### config.mk
export PLATFORM = sky130hd
export DESIGN_NAME = road_hit_filter
export DESIGN_NICKNAME = d
export VERILOG_FILES = /design/src/rtl/rhf_pkg.sv /design/src/rtl/rhf_road_bank.sv /design/src/rtl/rhf_group_flags.sv /design/src/rtl/road_hit_filter.sv
export SDC_FILE = /design/constraint.sdc
export NUM_CORES = 2
export LEC_CHECK = 0
export CAP_MARGIN = 0
export CORE_MARGIN = 2
export CORE_UTILIZATION = 60
export DETAILED_ROUTE_END_ITERATION = 8
export HOLD_SLACK_MARGIN = 0.15
export PLACE_DENSITY = 0.84
export SLEW_MARGIN = 40
export SYNTH_ARGS = -nofsm -noshare
export SYNTH_HDL_FRONTEND = slang
export SYNTH_SLANG_ARGS = --single-unit
export TNS_END_PERCENT = 100
### constraint.sdc
create_clock -name clk -period 7.5 [get_ports clk]
set_input_delay 0.75 -clock clk [delete_from_list [all_inputs] [get_ports clk]]
set_output_delay 0.75 -clock clk [all_outputs]
set_load 0.01 [all_outputs]
### src/rtl/rhf_pkg.sv
package rhf_pkg;

    localparam int ROAD_W  = 11;
    localparam int FRAC_W  = 2;
    localparam int CENT_W  = ROAD_W + FRAC_W;
    localparam int TRACK_W = 6;
    localparam int WORD_W  = 32;

    typedef enum logic {
        ST_IDLE = 1'b0,
        ST_SCAN = 1'b1
    } scan_state_e;

    function automatic logic [WORD_W-1:0] fmt_hit(
        input logic [TRACK_W-1:0] track,
        input logic [1:0]         pulse,
        input logic [7:0]         seq,
        input logic [2:0]         hdi,
        input logic [CENT_W-1:0]  cent
    );
        return {track, pulse, seq, hdi, cent};
    endfunction

    function automatic logic [WORD_W-1:0] fmt_z(
        input logic [2:0]        smt,
        input logic [1:0]        dtype,
        input logic [1:0]        pulse,
        input logic [7:0]        seq,
        input logic [2:0]        hdi,
        input logic [CENT_W-1:0] cent
    );
        return {1'b0, smt, dtype, pulse, seq, hdi, cent};
    endfunction

    function automatic logic [WORD_W-1:0] fmt_trailer(
        input logic       serr,
        input logic       mm,
        input logic [2:0] smt,
        input logic [7:0] seq,
        input logic [2:0] hdi,
        input logic [7:0] evt
    );
        return {5'b11110, serr, mm, 3'b000, smt, seq, hdi, evt};
    endfunction

endpackage

### src/rtl/rhf_road_bank.sv
module rhf_road_bank
    import rhf_pkg::*;
#(
    parameter int NUM_ROADS = 46,
    parameter int CNT_W     = $clog2(NUM_ROADS + 1)
) (
    input  logic                 clk,
    input  logic                 rst_n,
    input  logic                 clear,
    input  logic                 wr,
    input  logic [ROAD_W-1:0]    wr_lo,
    input  logic [ROAD_W-1:0]    wr_hi,
    input  logic [ROAD_W-1:0]    probe,
    output logic [CNT_W-1:0]     loaded,
    output logic [NUM_ROADS-1:0] hit_vec
);

    logic [CNT_W-1:0] cnt_d, cnt_q;
    logic             take;

    always_comb begin
        take  = wr && !clear && (cnt_q < CNT_W'(NUM_ROADS));
        cnt_d = cnt_q;
        if (clear)
            cnt_d = '0;
        else if (take)
            cnt_d = cnt_q + 1'b1;
    end

    always_ff @(posedge clk) begin
        if (!rst_n)
            cnt_q <= '0;
        else
            cnt_q <= cnt_d;
    end

    for (genvar i = 0; i < NUM_ROADS; i++) begin : g_cmp
        logic [ROAD_W-1:0] lo_q, hi_q;

        always_ff @(posedge clk) begin
            if (!rst_n) begin
                lo_q <= '0;
                hi_q <= '0;
            end else if (take && cnt_q == CNT_W'(i)) begin
                lo_q <= wr_lo;
                hi_q <= wr_hi;
            end
        end

        assign hit_vec[i] = (probe >= lo_q) && (probe <= hi_q)
                          && (cnt_q > CNT_W'(i));
    end

    assign loaded = cnt_q;

endmodule

### src/rtl/rhf_group_flags.sv
module rhf_group_flags #(
    parameter int NUM_ROADS  = 46,
    parameter int NUM_GROUPS = 5,
    parameter int GROUP_SZ   = (NUM_ROADS + NUM_GROUPS - 1) / NUM_GROUPS
) (
    input  logic [NUM_ROADS-1:0]  vec,
    output logic [NUM_GROUPS-1:0] flags
);

    for (genvar g = 0; g < NUM_GROUPS; g++) begin : g_grp
        localparam int LO  = g * GROUP_SZ;
        localparam int END = ((LO + GROUP_SZ) > NUM_ROADS) ? NUM_ROADS : (LO + GROUP_SZ);
        assign flags[g] = |vec[END-1:LO];
    end

endmodule

### src/rtl/road_hit_filter.sv
module road_hit_filter
    import rhf_pkg::*;
#(
    parameter int NUM_ROADS  = 46,
    parameter int NUM_GROUPS = 5
) (
    input  logic              clk,
    input  logic              rst_n,
    input  logic              evt_start,
    input  logic              road_wr,
    input  logic [10:0]       road_lo,
    input  logic [10:0]       road_hi,
    input  logic              cent_valid,
    input  logic              cent_axial,
    input  logic [12:0]       cent_value,
    input  logic [1:0]        cent_pulse,
    input  logic [1:0]        cent_dtype,
    output logic              in_ready,
    input  logic              eoe_valid,
    input  logic              eoe_serr,
    input  logic              eoe_mm,
    input  logic [7:0]        eoe_event,
    input  logic [7:0]        cfg_seq_id,
    input  logic [2:0]        cfg_hdi_id,
    input  logic [2:0]        cfg_smt_id,
    output logic              out_valid,
    output logic [31:0]       out_word
);

    localparam int CNT_W    = $clog2(NUM_ROADS + 1);
    localparam int GROUP_SZ = (NUM_ROADS + NUM_GROUPS - 1) / NUM_GROUPS;

    typedef struct packed {
        scan_state_e            st;
        logic [NUM_ROADS-1:0]   hits;
        logic [CNT_W-1:0]       idx;
        logic [CNT_W-1:0]       lim;
        logic [CENT_W-1:0]      cent;
        logic [1:0]             pulse;
        logic                   ovld;
        logic [WORD_W-1:0]      oword;
    } regs_t;

    regs_t r_d, r_q;

    logic [CNT_W-1:0]      road_cnt;
    logic [NUM_ROADS-1:0]  hit_raw;
    logic [NUM_GROUPS-1:0] raw_flags;
    logic [NUM_GROUPS-1:0] scan_flags;
    logic                  scanning;

    rhf_road_bank #(
        .NUM_ROADS (NUM_ROADS),
        .CNT_W     (CNT_W)
    ) u_bank (
        .clk     (clk),
        .rst_n   (rst_n),
        .clear   (evt_start),
        .wr      (road_wr),
        .wr_lo   (road_lo),
        .wr_hi   (road_hi),
        .probe   (cent_value[CENT_W-1:FRAC_W]),
        .loaded  (road_cnt),
        .hit_vec (hit_raw)
    );

    rhf_group_flags #(
        .NUM_ROADS  (NUM_ROADS),
        .NUM_GROUPS (NUM_GROUPS),
        .GROUP_SZ   (GROUP_SZ)
    ) u_raw_flags (
        .vec   (hit_raw),
        .flags (raw_flags)
    );

    rhf_group_flags #(
        .NUM_ROADS  (NUM_ROADS),
        .NUM_GROUPS (NUM_GROUPS),
        .GROUP_SZ   (GROUP_SZ)
    ) u_scan_flags (
        .vec   (r_q.hits),
        .flags (scan_flags)
    );

    logic             any_hit;
    logic [CNT_W-1:0] first_idx;
    logic [CNT_W-1:0] nxt;
    logic             at_edge;
    int               edge_grp;
    logic             found;
    logic [CNT_W-1:0] jump_idx;

    always_comb begin
        r_d       = r_q;
        r_d.ovld  = 1'b0;
        r_d.oword = '0;

        // Start point of a new scan: first group carrying a hit.
        any_hit   = 1'b0;
        first_idx = '0;
        for (int g = NUM_GROUPS - 1; g >= 0; g--) begin
            if (raw_flags[g]) begin
                any_hit   = 1'b1;
                first_idx = CNT_W'(g * GROUP_SZ);
            end
        end

        // Skip-ahead of a running scan at each group edge.
        nxt      = r_q.idx + 1'b1;
        at_edge  = 1'b0;
        edge_grp = 0;
        for (int g = 1; g < NUM_GROUPS; g++) begin
            if (nxt == CNT_W'(g * GROUP_SZ)) begin
                at_edge  = 1'b1;
                edge_grp = g;
            end
        end
        found    = 1'b0;
        jump_idx = CNT_W'(NUM_ROADS);
        for (int g = NUM_GROUPS - 1; g >= 0; g--) begin
            if (g >= edge_grp && scan_flags[g]) begin
                found    = 1'b1;
                jump_idx = CNT_W'(g * GROUP_SZ);
            end
        end
        if (at_edge)
            nxt = found ? jump_idx : CNT_W'(NUM_ROADS);

        case (r_q.st)
            ST_IDLE: begin
                if (cent_valid) begin
                    if (cent_axial) begin
                        if (any_hit) begin
                            r_d.st    = ST_SCAN;
                            r_d.hits  = hit_raw;
                            r_d.idx   = first_idx;
                            r_d.lim   = road_cnt;
                            r_d.cent  = cent_value;
                            r_d.pulse = cent_pulse;
                        end
                    end else begin
                        r_d.ovld  = 1'b1;
                        r_d.oword = fmt_z(cfg_smt_id, cent_dtype, cent_pulse,
                                          cfg_seq_id, cfg_hdi_id, cent_value);
                    end
                end else if (eoe_valid) begin
                    r_d.ovld  = 1'b1;
                    r_d.oword = fmt_trailer(eoe_serr, eoe_mm, cfg_smt_id,
                                            cfg_seq_id, cfg_hdi_id, eoe_event);
                end
            end
            ST_SCAN: begin
                if (r_q.hits[r_q.idx]) begin
                    r_d.ovld  = 1'b1;
                    r_d.oword = fmt_hit(TRACK_W'(r_q.idx), r_q.pulse,
                                        cfg_seq_id, cfg_hdi_id, r_q.cent);
                end
                r_d.idx = nxt;
                if (nxt >= r_q.lim)
                    r_d.st = ST_IDLE;
            end
            default: r_d.st = ST_IDLE;
        endcase
    end

    always_ff @(posedge clk) begin
        if (!rst_n) begin
            r_q <= '0;
        end else begin
            r_q <= r_d;
        end
    end

    assign scanning  = (r_q.st == ST_SCAN);
    assign in_ready  = (r_q.st == ST_IDLE);
    assign out_valid = r_q.ovld;
    assign out_word  = r_q.oword;

endmodule

==> metrics.csv <==
metric,value,unit
CP startpoint,u_bank.loaded[1],
vias in the first global route,59500,
"commonest cells after routing, fill and taps aside","nand2_1, a21oi_1, dfxtp_1, ha_1, inv_1",
Tmin final,4.93,ns
Netlist cell types,82,
layout cells sized above 1,5.02,%
initial antenna violation count,4,
"FF+latch count, synth",1125,
ys flop type,dfxtp_1,
Post-Synth XOR/XNOR Area,0.120,%
Max Cap Violations,0,
failing checks,DRC,
IO buf count,103,
clk_lat worst skew,0.72,ns
final cell count without fillers,10100,
largest family of logic cells by synthesized area,adder cells,
Tcrit/Tclk final,65.7,%
post-synth top area share,34.1,%
min setup slack post-route,2.57,ns
# rows,121,
Total Wirelength,213000,um
slew margin rel.,37.4,%
R2R Path Start,u_bank.loaded[1],
Total GRT Usage,36.6,%
Synth Area in Adders,19.4,%
die height,336,um
I/O Pins,104,
VDD IR max,223,uV
ANT nets after route,0,
placed inst area,0.0679,mm2
Leak Pwr,25.2,nW
Fill cells,8576,
"EDFF count, synth",0,
Final Hold Vio Count,0,
Critical Path AT,5.53,ns
type of destination of the critical path,flop,
worst setup path class,flop to flop,
RSZ-0062 raised after global routing,no,
total power,13.4,mW
"Slew Viols, Final",0,
pin count of the biggest net entering global routing,215,
"most common cell after layout, fill and taps aside",nand2_1,
average size of a mapped cell,7.56,um2
# hold bufs at CTS,0,
first-pass GRT wire length,326000,um
Syn Inst Count,8725,
Synth Area in Compound Gates,16.7,%
Max Fclk,203,MHz
# clock sinks,1125,
CP Max Fanout,27,
Worst Hold Class,primary input to flop,
# setup viols final,0,
Setup TNS Final,0,ns
CTS H-Tree Depth,3,
post-synthesis sequential area ratio,34.1,%
clk buf depth,3,
Initial Util,60.5,%
Synth area leader,dfxtp_1,
worst r2r dst,r_q[101],
Vias/cell,6.20,
Area Growth Syn to Fin,9.18,%
# nets final,9648,
final hold slack,0.419,ns
Die Width,336,um
routed len/inst,21.1,um
R2R depth,12,
Layout Utilization,66.1,%
clock-pin slew on the worst setup and hold paths,0.06,ns
gpl congestion,0.967,
total congestion overflow,0,
"worst slack, placed",2.00,ns
R2R setup slack,2.57,ns
First-pass DRT Iterations,9,
Post-Synth Simple-Gate Area,19.4,%
Power Dens Cells,186,mW/mm2
Remaining DRCs,10,
status,"finished, violations left",
syn nets,9819,
Core Area,0.109,mm2
Post-synth ARST share,0,%
CTS tree,yes,
worst slew pin tran,0.937,ns
Final Skew,0.0248,ns
multiplexer area fraction after synthesis,1.55,%
via count,62400,
CTS root buf,clkbuf_16,
cells taking the most area after synthesis,"dfxtp_1, ha_1, nand2_1",
crit path launch type,flop,
dpl cells,9847,
DP Wirelength,126000,um
Mapped Area,0.0660,mm2
Post-CTS Setup Bufs,0,
Ys Warns,0,
Die Footprint,0.113,mm2
cts bufs inserted,117,
capture point of the critical path,r_q[101],
final instance area,0.0720,mm2
DRT iter0 DRCs,7288,
Worst EP required,8.10,ns
post-cts resize count,0,
[power breakdown]
group | leakage [nW] | total, mW | switching [mW] | internal, mW
registers | 9.06 | 6.00 | 0.00680 | 5.99
clock network | 1.96 | 6.07 | 2.53 | 3.54
logic | 14.2 | 1.33 | 0.909 | 0.418
total | 25.2 | 13.4 | 3.45 | 9.95
[critical path, cell delays in order (launching register included)]
cell	delay, ns
dfxtp_1	0.43
inv_1	0.23
ha_1	0.58
nor2_1	0.31
and2_1	0.37
o31ai_1	0.45
a211o_1	0.42
o2111ai_1	0.19
or4_1	0.65
nor2b_1	0.35
a31oi_4	0.13
buf_4	0.31
mux2_1	0.37
[state kept, by name (all words and copies together), names as in the netlist]
name and cells:
u_bank.g_cmp.hi_q 506, scanning 1, r_q 73, out_valid 1
u_bank.loaded 6, u_bank.g_cmp.lo_q 506, out_word 32
[cells by family after synthesis]
| group | count (synthesis) |
|---|---|
| multiplexers | 84 |
| AND/OR/NAND/NOR | 3067 |
| XOR/XNOR | 9 |
| buffers and inverters | 1482 |
| adder cells (fa/ha/maj) | 1024 |
| AO/OA/AOI/OAI | 1934 |
| flip-flops | 1125 |
[area by class of cell]
type	count	area [um2]	area share, %
Sequential cell	1125	22500	31.3
Tap cell	1414	1770	2.46
Clock buffer	171	3440	4.78
Antenna cell	1	2.50	0.00347
Clock inverter	41	522	0.725
Timing Repair Buffer	219	2100	2.92
Inverter	973	3670	5.10
Multi-Input combinational cell	6118	38000	52.7
[per-layer routing]
| layer | GRT usage [%] | wire, um | vias up |
|---|---|---|---|
| met5 | 0 | 41 | - |
| met4 | 25.6 | 17400 | 6 |
| met3 | 7.26 | 24100 | 1116 |
| met2 | 57.9 | 92300 | 3460 |
| met1 | 44.7 | 79000 | 29000 |
| li1 | - | - | 28800 |
[worst min path at each step]
| stage | start | cells after the start | endpoint | slack, ns |
|---|---|---|---|---|
| floorplan | r_q[62] | 2 | r_q[62] | 0.43 |
| global placement | r_q[60] | 2 | r_q[60] | 0.44 |
| detailed placement | u_bank.g_cmp[8].hi_q[5] | 2 | u_bank.g_cmp[8].hi_q[5] | 0.45 |
| CTS | road_hi[3] | 3 | u_bank.g_cmp[7].hi_q[3] | 0.40 |
| global route | road_hi[3] | 3 | u_bank.g_cmp[4].hi_q[3] | 0.42 |
| finish | road_hi[3] | 3 | u_bank.g_cmp[6].hi_q[3] | 0.42 |
[synthesized netlist by cell type (all sizes together) (51+ instances only)]
master,count
nor2b,51
nand2,2271
nor2,250
o21ai,185
nand4,154
a21o,112
dfxtp,1125
ha,1024
nor3,59
a21oi,1295
mux2i,67
nand3,94
clkbuf,458
inv,973
buf,51
a211oi,73
Note: power is estimated with default switching activity, not from simulation.
